[config.mk]
export PLATFORM = sky130hd
export DESIGN_NAME = poll_status_unit
export DESIGN_NICKNAME = d
export VERILOG_FILES = /design/src/rtl/poll_pkg.sv /design/src/rtl/bus_mode_decode.sv /design/src/rtl/prog_engine.sv /design/src/rtl/cell_array.sv /design/src/rtl/read_responder.sv /design/src/rtl/host_poller.sv /design/src/rtl/poll_status_unit.sv
export SDC_FILE = /design/constraint.sdc
export NUM_CORES = 1
export LEC_CHECK = 0
export BUFFER_PORTS_ARGS = -buffer_cell sky130_fd_sc_hd__buf_2
export CAP_MARGIN = 25
export CELL_PAD_IN_SITES_DETAIL_PLACEMENT = 1
export CELL_PAD_IN_SITES_GLOBAL_PLACEMENT = 2
export CORE_MARGIN = 5
export CORE_UTILIZATION = 46
export DETAILED_ROUTE_END_ITERATION = 8
export GPL_ROUTABILITY_DRIVEN = 0
export PLACE_DENSITY_LB_ADDON = 0.1
export RECOVER_POWER = 100
export SETUP_SLACK_MARGIN = 0.2
export SKIP_LAST_GASP = 1
export SLEW_MARGIN = 20
export SYNTH_ARGS = -nofsm -noshare
export SYNTH_HDL_FRONTEND = slang
export SYNTH_SLANG_ARGS = --single-unit
[constraint.sdc]
create_clock -name clk -period 7.1 [get_ports clk]
set_input_delay 1.775 -clock clk [delete_from_list [all_inputs] [get_ports clk]]
set_output_delay 1.775 -clock clk [all_outputs]
set_load 0.05 [all_outputs]
[src/rtl/poll_pkg.sv]
package poll_pkg;

  localparam int BYTE_W = 8;
  localparam logic [BYTE_W-1:0] ERASED = 8'hFF;

  typedef enum logic [2:0] {
    BUS_STANDBY,
    BUS_OFF,
    BUS_READ,
    BUS_WRITE,
    BUS_INHIBIT
  } bus_mode_e;

  typedef enum logic [1:0] {
    HP_IDLE,
    HP_WRITE,
    HP_GAP,
    HP_READ
  } hp_state_e;

  // Decode the three strobes into a bus mode.
  function automatic bus_mode_e decode_bus(logic cs_n, logic oe_n, logic we_n);
    if (cs_n)             return BUS_STANDBY;
    if (!oe_n &&  we_n)   return BUS_READ;
    if ( oe_n && !we_n)   return BUS_WRITE;
    if (!oe_n && !we_n)   return BUS_INHIBIT;
    return BUS_OFF;
  endfunction

  // Byte shown while programming: bit 7 inverted.
  function automatic logic [BYTE_W-1:0] status_byte(logic [BYTE_W-1:0] d);
    return {~d[BYTE_W-1], d[BYTE_W-2:0]};
  endfunction

  // Read limit test; a limit of zero behaves as one.
  function automatic logic limit_hit(int unsigned n, int unsigned lim);
    if (lim == 0) return (n >= 1);
    return (n >= lim);
  endfunction

endpackage

[src/rtl/bus_mode_decode.sv]
module bus_mode_decode
  import poll_pkg::*;
(
  input  logic cs_n,
  input  logic oe_n,
  input  logic we_n,
  output logic rd_en,
  output logic wr_req
);

  bus_mode_e mode;

  always_comb begin
    mode   = decode_bus(cs_n, oe_n, we_n);
    rd_en  = (mode == BUS_READ);
    wr_req = (mode == BUS_WRITE);
  end

endmodule

[src/rtl/prog_engine.sv]
module prog_engine
  import poll_pkg::*;
#(
  parameter int ADDR_W      = 4,
  parameter int PROG_CYCLES = 12
) (
  input  logic              clk,
  input  logic              rst_n,
  input  logic              wr_req,
  input  logic [ADDR_W-1:0] wr_addr,
  input  logic [BYTE_W-1:0] wr_data,
  output logic              busy,
  output logic              commit,
  output logic              fire,
  output logic [ADDR_W-1:0] last_addr,
  output logic [BYTE_W-1:0] last_data
);

  localparam int CW = $clog2(PROG_CYCLES + 1);

  logic [CW-1:0]     left_q;
  logic              busy_q;
  logic [ADDR_W-1:0] addr_q;
  logic [BYTE_W-1:0] data_q;

  assign fire      = wr_req && !busy_q;
  assign commit    = busy_q && (left_q == CW'(1));
  assign busy      = busy_q;
  assign last_addr = addr_q;
  assign last_data = data_q;

  always_ff @(posedge clk or negedge rst_n) begin
    if (!rst_n) begin
      busy_q <= 1'b0;
      left_q <= '0;
      addr_q <= '0;
      data_q <= '0;
    end else if (fire) begin
      busy_q <= 1'b1;
      left_q <= CW'(PROG_CYCLES);
      addr_q <= wr_addr;
      data_q <= wr_data;
    end else if (busy_q) begin
      left_q <= left_q - CW'(1);
      if (left_q == CW'(1)) busy_q <= 1'b0;
    end
  end

  // an accepted write starts programming and captures its byte
  p_fire_busy_r4: assert property (@(posedge clk) disable iff (!rst_n)
    fire |=> (busy && last_data == $past(wr_data) && last_addr == $past(wr_addr)));

  // a write request during programming leaves the captured byte alone
  p_hold_busy_r8: assert property (@(posedge clk) disable iff (!rst_n)
    (busy && wr_req) |=> ($stable(last_data) && $stable(last_addr)));

endmodule

[src/rtl/cell_array.sv]
module cell_array
  import poll_pkg::*;
#(
  parameter int ADDR_W = 4
) (
  input  logic              clk,
  input  logic              rst_n,
  input  logic              commit,
  input  logic [ADDR_W-1:0] commit_addr,
  input  logic [BYTE_W-1:0] commit_data,
  input  logic [ADDR_W-1:0] rd_addr,
  output logic [BYTE_W-1:0] rd_data
);

  localparam int DEPTH = 1 << ADDR_W;

  logic [BYTE_W-1:0] cell_q [DEPTH];

  always_ff @(posedge clk or negedge rst_n) begin
    if (!rst_n) begin
      for (int i = 0; i < DEPTH; i++) cell_q[i] <= ERASED;
    end else if (commit) begin
      cell_q[commit_addr] <= commit_data;
    end
  end

  assign rd_data = cell_q[rd_addr];

endmodule

[src/rtl/read_responder.sv]
module read_responder
  import poll_pkg::*;
(
  input  logic              rd_en,
  input  logic              busy,
  input  logic [BYTE_W-1:0] last_data,
  input  logic [BYTE_W-1:0] cell_data,
  output logic [BYTE_W-1:0] dq_out,
  output logic              dq_oe
);

  always_comb begin
    dq_oe  = rd_en;
    dq_out = '0;
    if (rd_en) dq_out = busy ? status_byte(last_data) : cell_data;
  end

endmodule

[src/rtl/host_poller.sv]
module host_poller
  import poll_pkg::*;
#(
  parameter int ADDR_W = 4,
  parameter int POLL_W = 8,
  parameter int GAP_W  = 4
) (
  input  logic              clk,
  input  logic              rst_n,
  input  logic              start,
  input  logic [ADDR_W-1:0] start_addr,
  input  logic [BYTE_W-1:0] start_data,
  input  logic [POLL_W-1:0] max_polls,
  input  logic [GAP_W-1:0]  idle_gap,
  input  logic              rd_msb,
  output logic              bus_cs_n,
  output logic              bus_oe_n,
  output logic              bus_we_n,
  output logic [ADDR_W-1:0] bus_addr,
  output logic [BYTE_W-1:0] bus_data,
  output logic              active,
  output logic              done,
  output logic              timeout,
  output logic [POLL_W-1:0] count
);

  hp_state_e         state_q;
  logic [ADDR_W-1:0] addr_q;
  logic [BYTE_W-1:0] data_q;
  logic [POLL_W-1:0] max_q;
  logic [GAP_W-1:0]  gap_q;
  logic [GAP_W-1:0]  gcnt_q;
  logic [POLL_W-1:0] reads_q;
  logic              done_q;
  logic              tmo_q;

  logic [POLL_W-1:0] reads_nx;
  logic              bit_match;
  logic              give_up;

  assign reads_nx  = reads_q + POLL_W'(1);
  assign bit_match = (rd_msb == data_q[BYTE_W-1]);
  assign give_up   = limit_hit(32'(reads_nx), 32'(max_q));

  always_comb begin
    bus_cs_n = 1'b1;
    bus_oe_n = 1'b1;
    bus_we_n = 1'b1;
    case (state_q)
      HP_WRITE: begin bus_cs_n = 1'b0; bus_we_n = 1'b0; end
      HP_READ:  begin bus_cs_n = 1'b0; bus_oe_n = 1'b0; end
      default:  ;
    endcase
  end

  assign bus_addr = addr_q;
  assign bus_data = data_q;
  assign active   = (state_q != HP_IDLE);
  assign done     = done_q;
  assign timeout  = tmo_q;
  assign count    = reads_q;

  always_ff @(posedge clk or negedge rst_n) begin
    if (!rst_n) begin
      state_q <= HP_IDLE;
      addr_q  <= '0;
      data_q  <= '0;
      max_q   <= '0;
      gap_q   <= '0;
      gcnt_q  <= '0;
      reads_q <= '0;
      done_q  <= 1'b0;
      tmo_q   <= 1'b0;
    end else begin
      case (state_q)
        HP_IDLE: if (start) begin
          addr_q  <= start_addr;
          data_q  <= start_data;
          max_q   <= max_polls;
          gap_q   <= idle_gap;
          reads_q <= '0;
          done_q  <= 1'b0;
          tmo_q   <= 1'b0;
          state_q <= HP_WRITE;
        end
        HP_WRITE: begin
          if (gap_q == '0) state_q <= HP_READ;
          else begin
            gcnt_q  <= gap_q - GAP_W'(1);
            state_q <= HP_GAP;
          end
        end
        HP_GAP: begin
          if (gcnt_q == '0) state_q <= HP_READ;
          else gcnt_q <= gcnt_q - GAP_W'(1);
        end
        HP_READ: begin
          reads_q <= reads_nx;
          if (bit_match) begin
            done_q  <= 1'b1;
            state_q <= HP_IDLE;
          end else if (give_up) begin
            tmo_q   <= 1'b1;
            state_q <= HP_IDLE;
          end else if (gap_q == '0) begin
            state_q <= HP_READ;
          end else begin
            gcnt_q  <= gap_q - GAP_W'(1);
            state_q <= HP_GAP;
          end
        end
        default: state_q <= HP_IDLE;
      endcase
    end
  end

  // the single write cycle is always followed by waiting or reading
  p_write_then_wait_r9: assert property (@(posedge clk) disable iff (!rst_n)
    (state_q == HP_WRITE) |=> (state_q == HP_GAP || state_q == HP_READ));

  // completion is only ever reported after a read cycle
  p_done_after_read_r10: assert property (@(posedge clk) disable iff (!rst_n)
    $rose(done_q) |-> $past(state_q == HP_READ));

  // done and timeout never both set
  p_flags_excl_r11: assert property (@(posedge clk) disable iff (!rst_n)
    !(done_q && tmo_q));

  // the read count never passes a nonzero limit
  p_reads_bounded_r11: assert property (@(posedge clk) disable iff (!rst_n)
    (max_q != '0) |-> (reads_q <= max_q));

endmodule

[src/rtl/poll_status_unit.sv]
module poll_status_unit
  import poll_pkg::*;
#(
  parameter int ADDR_W      = 4,
  parameter int PROG_CYCLES = 12,
  parameter int POLL_W      = 8,
  parameter int GAP_W       = 4
) (
  input  logic              clk,
  input  logic              rst_n,
  input  logic              cs_n,
  input  logic              oe_n,
  input  logic              we_n,
  input  logic [ADDR_W-1:0] addr,
  input  logic [7:0]        din,
  output logic [7:0]        dq_out,
  output logic              dq_oe,
  input  logic              poll_start,
  input  logic [ADDR_W-1:0] poll_addr,
  input  logic [7:0]        poll_data,
  input  logic [POLL_W-1:0] poll_max,
  input  logic [GAP_W-1:0]  poll_gap,
  output logic              poll_active,
  output logic              poll_done,
  output logic              poll_timeout,
  output logic [POLL_W-1:0] poll_count
);

  // Poller-side bus
  logic              p_cs_n, p_oe_n, p_we_n;
  logic [ADDR_W-1:0] p_addr;
  logic [BYTE_W-1:0] p_data;

  // Effective bus seen by the memory side
  logic              e_cs_n, e_oe_n, e_we_n;
  logic [ADDR_W-1:0] e_addr;
  logic [BYTE_W-1:0] e_data;

  logic              rd_en, wr_req;
  logic              busy, commit, fire;
  logic [ADDR_W-1:0] last_addr;
  logic [BYTE_W-1:0] last_data;
  logic [BYTE_W-1:0] cell_data;

  assign e_cs_n = poll_active ? p_cs_n : cs_n;
  assign e_oe_n = poll_active ? p_oe_n : oe_n;
  assign e_we_n = poll_active ? p_we_n : we_n;
  assign e_addr = poll_active ? p_addr : addr;
  assign e_data = poll_active ? p_data : din;

  bus_mode_decode u_decode (
    .cs_n   (e_cs_n),
    .oe_n   (e_oe_n),
    .we_n   (e_we_n),
    .rd_en  (rd_en),
    .wr_req (wr_req)
  );

  prog_engine #(.ADDR_W(ADDR_W), .PROG_CYCLES(PROG_CYCLES)) u_prog (
    .clk       (clk),
    .rst_n     (rst_n),
    .wr_req    (wr_req),
    .wr_addr   (e_addr),
    .wr_data   (e_data),
    .busy      (busy),
    .commit    (commit),
    .fire      (fire),
    .last_addr (last_addr),
    .last_data (last_data)
  );

  cell_array #(.ADDR_W(ADDR_W)) u_cells (
    .clk         (clk),
    .rst_n       (rst_n),
    .commit      (commit),
    .commit_addr (last_addr),
    .commit_data (last_data),
    .rd_addr     (e_addr),
    .rd_data     (cell_data)
  );

  read_responder u_resp (
    .rd_en     (rd_en),
    .busy      (busy),
    .last_data (last_data),
    .cell_data (cell_data),
    .dq_out    (dq_out),
    .dq_oe     (dq_oe)
  );

  host_poller #(.ADDR_W(ADDR_W), .POLL_W(POLL_W), .GAP_W(GAP_W)) u_poller (
    .clk        (clk),
    .rst_n      (rst_n),
    .start      (poll_start),
    .start_addr (poll_addr),
    .start_data (poll_data),
    .max_polls  (poll_max),
    .idle_gap   (poll_gap),
    .rd_msb     (dq_out[BYTE_W-1]),
    .bus_cs_n   (p_cs_n),
    .bus_oe_n   (p_oe_n),
    .bus_we_n   (p_we_n),
    .bus_addr   (p_addr),
    .bus_data   (p_data),
    .active     (poll_active),
    .done       (poll_done),
    .timeout    (poll_timeout),
    .count      (poll_count)
  );

  // output enable low with chip select low never yields a write
  p_inhibit_r7: assert property (@(posedge clk) disable iff (!rst_n)
    (!e_cs_n && !e_oe_n) |-> !fire);

  // a read during programming shows bit 7 opposite to the held byte
  p_status_r5: assert property (@(posedge clk) disable iff (!rst_n)
    (busy && dq_oe) |-> (dq_out[7] != last_data[7] && dq_out[6:0] == last_data[6:0]));

  // the commit edge ends programming
  p_commit_ends_r6: assert property (@(posedge clk) disable iff (!rst_n)
    commit |=> !busy);

  // nothing is driven unless the strobes select a read
  p_no_drive_r2: assert property (@(posedge clk) disable iff (!rst_n)
    !dq_oe |-> (dq_out == '0));

endmodule

# Yosys cells after proc, flatten, opt, wreduce, memory -nomap -nowiden
# Cells that the tools add are included.
# classes
n_addsub	4
n_bitwise	3
reduce_logical	24
magnitude_cmp	5
n_mux	61
eq_ne	14
# ops
operator	n
128-bit bitwise mux	1
8-bit 2-to-1 mux	7
8-bit binary-select mux with 4-bit select	1
8-bit demux with 4-bit select	1
4-bit 2-to-1 mux	7
1-bit 2-to-1 mux	27
3-bit 2-to-1 mux	8
8-bit case mux with 2 select lines	1
4-bit case mux with 3 select lines	1
4-bit by 1-bit subtractor with 4-bit output, second input constant	3
5-bit >= comparator, second input constant	2
4-bit inverter with 5-bit output	2
8-bit by 1-bit adder with 8-bit output, second input constant	1
8-bit by 1-bit >= comparator with 1-bit output, second input constant	1
8-bit >= comparator	1
4-bit zero test	2
8-bit zero test	1
2-bit 2-to-1 mux	4
2-bit inequality test, second input constant	4
2-bit case mux with 4 select lines	1
4-bit AND reduction	2
3-bit by 2-bit == test with 1-bit output, second input constant	2
1-bit logical AND	6
2-bit by 1-bit inequality test with 1-bit output, second input constant	3
other kinds (14)	22
# totals
ff_bits	185
output_inout_bits	20
input_bits	42

# Logic depth before layout (Yosys ltp)
# depth
depth_word	21
ltp_mapped	13
mapped_depth_nobuf	12

# Hierarchy
# Synthesis repeated with hierarchy kept, for this count alone.
# unflattened
hier_cells	659
area_unflattened_um2	9391.5
# modules_own_cells
mod	cells_per_inst	area_each_um2	instances
cell_array	365	6075.8	1
host_poller	201	2142.1	1
prog_engine	49	718.2	1
poll_status_unit	17	237.7	1
read_responder	18	146.4	1
bus_mode_decode	9	71.3	1

# Least setup slack after synthesis
# No wires, ideal clock.
# synth_timing
path_kind	input to output
start	in addr[1]
end	out dq_out[5]
arrival_time_ps	4041
cell_stages	8
path_buffers	2
slack_ps	1284
path_cell_list	mux2i_1 clkbuf_1 clkbuf_1 mux4_2 nand2_1 a311oi_1 a21oi_1 nor2_1
# synth_between
elab_chain_cells	7
# synth_rtl
item	line	text
start, declared	poll_status_unit.sv:14	input logic [ADDR_W-1:0] addr,
4-bit 2-to-1 mux	poll_status_unit.sv:48	assign e_addr = poll_active ? p_addr : addr;
4-bit inverter with 5-bit output (not written as such)	cell_array.sv:27	assign rd_data = cell_q[rd_addr];
8-bit binary-select mux with 4-bit select	cell_array.sv:27	
8-bit 2-to-1 mux (not written as such) (2 in a row)	cell_array.sv:27	
8-bit 2-to-1 mux (2 in a row)	read_responder.sv:15	if (rd_en) dq_out = busy ? status_byte(last_data) : cell_data;
end, declared	poll_status_unit.sv:16	output logic [7:0] dq_out,
# Every way passes these cells. The select of a mux whose other input is x is not followed.

# Worst setup path after layout
# layout_timing
start	in addr[0]
end	out dq_out[6]
# The elaborated chain is that of the path after synthesis.

==> results by group <==
Finish
  – Layout cells sized above 1: 0.531
  – Area Overhead vs Synth: 12.7%
  – Design area: 10200 um2
  – Antenna cells: 0
  – Final #Nets: 795

Floorplanning
  – Row cnt: 51
  – I/O pin cnt: 62
  – Area of the core: 19500 um2
  – Die area: 22600 um2
  – DIE HEIGHT: 150 um
  – Die Wd: 150 um
  – Initial core utilization: 0.466

Yosys
  – Synth top area share: 0.371
  – Syn Area/Cell: 13.3 um2
  – Ys flop type: dfstp_2
  – Synth warn: 0
  – Share of the yosys chip area belonging to registers: 0.528
  – Synth Net Count: 739
  – Cell area after synthesis: 9080 um2
  – Post-synth EDFFs: 0
  – Most instantiated cells after synthesis: 154 x mux2_2, 128 x dfstp_2, 57 x dfrtp_1, 51 x nand2_1, 32 x clkbuf_1
  – Post-synth cell types: 57
  – Yosys reg bits: 185
  – Post-Syn Instances: 683
  – Ranking of synthesized cells by area: dfstp_2 37%, mux2_2 19%, dfrtp_1 16%
  – Area leader, netlist: dfstp_2
  – Ys async rst share: 1.00
  – Most common cell in the synthesized netlist: mux2_2

Clocking
  – Cts hold-fix bufs: 0
  – Post-CTS Resized: 0
  – Clock-pin slew on the worst setup and hold paths: 0.07 ns
  – Clk buf depth: 2
  – Clock buffer count from CTS: 17
  – CTS tree: yes
  – Clock sinks: 185
  – Worst skew pair latency: 0.43 ns
  – H-tree depth: 4
  – Post-CTS Repair Setup Buffers: 0
  – Root buf cell: clkbuf_16

Pwr
  – Cell internal pwr: 2390 uW
  – Sw Ratio: 0.394
  – Leak: 0.00434 uW
  – Power Total: 3950 uW
  – Combinational fraction of design power: 0.365
  – P_sw: 1560 uW
  – Clock share of power: 0.241
  – Flop pwr share: 0.394
  – Maximum VDD drop: 219 uV
  – Pwr dens: 386 nW/um2

GRT
  – Overall overflow remaining after global route: 0
  – Tot GR Track Use: 0.216
  – Largest net degree at the start of global routing: 104
  – Initial antenna violation count: 0
  – First-pass GRT wire length: 37.0 mm
  – Vias in the first global route: 6353

Critical path
  – Crit path max-delay family: buffers and inverters
  – CP Capture Type: output pin
  – Setup CP Type: input port to output pin
  – Reg-to-reg slack, setup: 2.40 ns
  – WP data arrival: 4.68 ns
  – Setup crit start kind: input port
  – CP Cell Sequence: clkbuf_1, mux2i_4, clkbuf_1, mux4_2, nand2_1, a311oi_1, a21oi_1, nor2_1, clkbuf_1
  – Slowest CP cell: mux2i_4
  – Largest stage delay, worst path: 0.67 ns
  – CP dominant cell by count: clkbuf_1
  – Buf+Inv Stages, Crit Path: 3
  – Worst path required time: 5.33 ns
  – Crit-path max FO: 12

STA
  – RSZ-0062 raised after global routing: false
  – Setup slack after layout: 0.645 ns
  – Setup TNS Final: 0 ns
  – Final worst clock skew: 0.0131 ns
  – FMAX: 0.155 GHz
  – Final min period: 6.46 ns
  – Rel. slew slack: -1.96
  – Final Hold Violating Endpoints: 0
  – Final setup fails: 0
  – Worst-margin pin slew: 4.43 ns
  – Tcrit/Tclk final: 0.909
  – Final slew viol count: 93

Placed design
  – Pre-CTS setup slack: 1.06 ns
  – I/O Buffers: 61
  – Detailed placement HPWL: 16.1 mm
  – Post-Place Cell Area: 9710 um2

Routing
  – Routed WL per cell: 22.9 um
  – Post-detailed-route DRC marker count: 0
  – Vias: 5733
  – Drt pass-1 iters: 4
  – First DRT Iteration DRCs: 208
  – Vias/cell: 5.64
  – Post-Route WL: 23.3 mm
  – ANT nets after route: 0

Outcome
  – Status: complete, but fails checks
  – Failing checks: capacitance limit, slew limit

Job
  – MaxCap Viol Count: 2

Hold path
  – Tightest Hold Check Type: flip-flop to flip-flop
[flip-flops by register name, indices dropped and copies added (netlist names)]
| name | flops |
|---|---|
| u_poller.gap_q | 4 |
| u_prog.left_q | 4 |
| u_poller.bus_addr | 4 |
| u_prog.last_addr | 4 |
| u_poller.bus_data | 8 |
| u_poller.timeout | 1 |
| u_poller.gcnt_q | 4 |
| u_poller.state_q | 2 |
| u_prog.last_data | 8 |
| u_prog.busy | 1 |
| u_poller.count | 8 |
| u_poller.max_q | 8 |
| u_cells.cell_q | 128 |
| u_poller.done | 1 |
[through the flow]
stage / instances / hold WS, ns / util
after floorplan: 683 / 0.466 / -
after global placement: 984 / 0.478 / 0.499
after detailed placement: 984 / 0.483 / 0.499
after CTS: 1016 / 0.498 / 0.529
after global routing: 1017 / 0.514 / 0.526
final: 1017 / 0.496 / 0.526
[power by group through the flow]
stage / logic (uW) / clock network [uW] / registers [uW]
after floorplan: 1050 / 0 / 1510
after global placement: 1440 / 0 / 1560
after detailed placement: 1490 / 0 / 1570
after CTS: 1500 / 974 / 1560
after global routing: 1570 / 1020 / 1590
final: 1440 / 952 / 1560
[cells by family (layout without fill, tap and decap cells)]
kind of cell	Yosys count	count (layout)	synth area share
flip-flops	185	185	0.528
XOR/XNOR	7	7	0.00675
buffers and inverters	60	129	0.0278
adder cells (fa/ha/maj)	14	14	0.0193
AO/OA/AOI/OAI	67	67	0.0502
multiplexers	207	207	0.291
AND/OR/NAND/NOR	143	143	0.0777
[layer usage]
| metal | vias up | wire (um) | track usage |
|---|---|---|---|
| li1 | 2593 | - | - |
| met2 | 79 | 11400 | 0.347 |
| met3 | 9 | 787 | 0.0400 |
| met4 | 0 | 140 | 0.0334 |
| met1 | 3052 | 11000 | 0.313 |
| met5 | - | 0 | 0 |
[path summary, 6_finish.rpt]
path,start,end,cells after the start
min in group asynchronous,rst_n,u_prog.left_q[0]$_DFFE_PN0P_,1
max in group asynchronous,rst_n,u_cells.cell_q[99]$_DFFE_PN1P_,2
min,u_poller.done$_DFFE_PN0P_,u_poller.done$_DFFE_PN0P_,1
max reg2reg,u_poller.state_q[1]$_DFFE_PN0P_,u_poller.gcnt_q[0]$_DFFE_PN0P_,11
max,addr[0],dq_out[6],9
min reg2reg,u_poller.done$_DFFE_PN0P_,u_poller.done$_DFFE_PN0P_,1
[cells in the final DEF, fill, tap and decap left out, types with 9 or more instances in the layout]
master,count
o21ai_0,19
clkbuf_16,18
dfstp_2,128
nand3_1,19
nor2_1,22
mux2_2,151
nor3_1,9
nand2_1,51
dfrtp_1,57
a21oi_1,16
mux4_2,28
buf_2,43
clkbuf_1,25
ha_1,14
mux2i_1,21
inv_1,19
[area by class of cell]
| type | count | area (um2) |
|---|---|---|
| sequential | 185 | 4790 |
| tap | 265 | 332 |
| inverter | 20 | 77.6 |
| clock inverter | 13 | 133 |
| fill | 1992 | 9230 |
| timing repair buffer | 77 | 425 |
| clock buffer | 19 | 454 |
| multi-input combinational | 438 | 4020 |
Power figures use the tool's default switching activity.
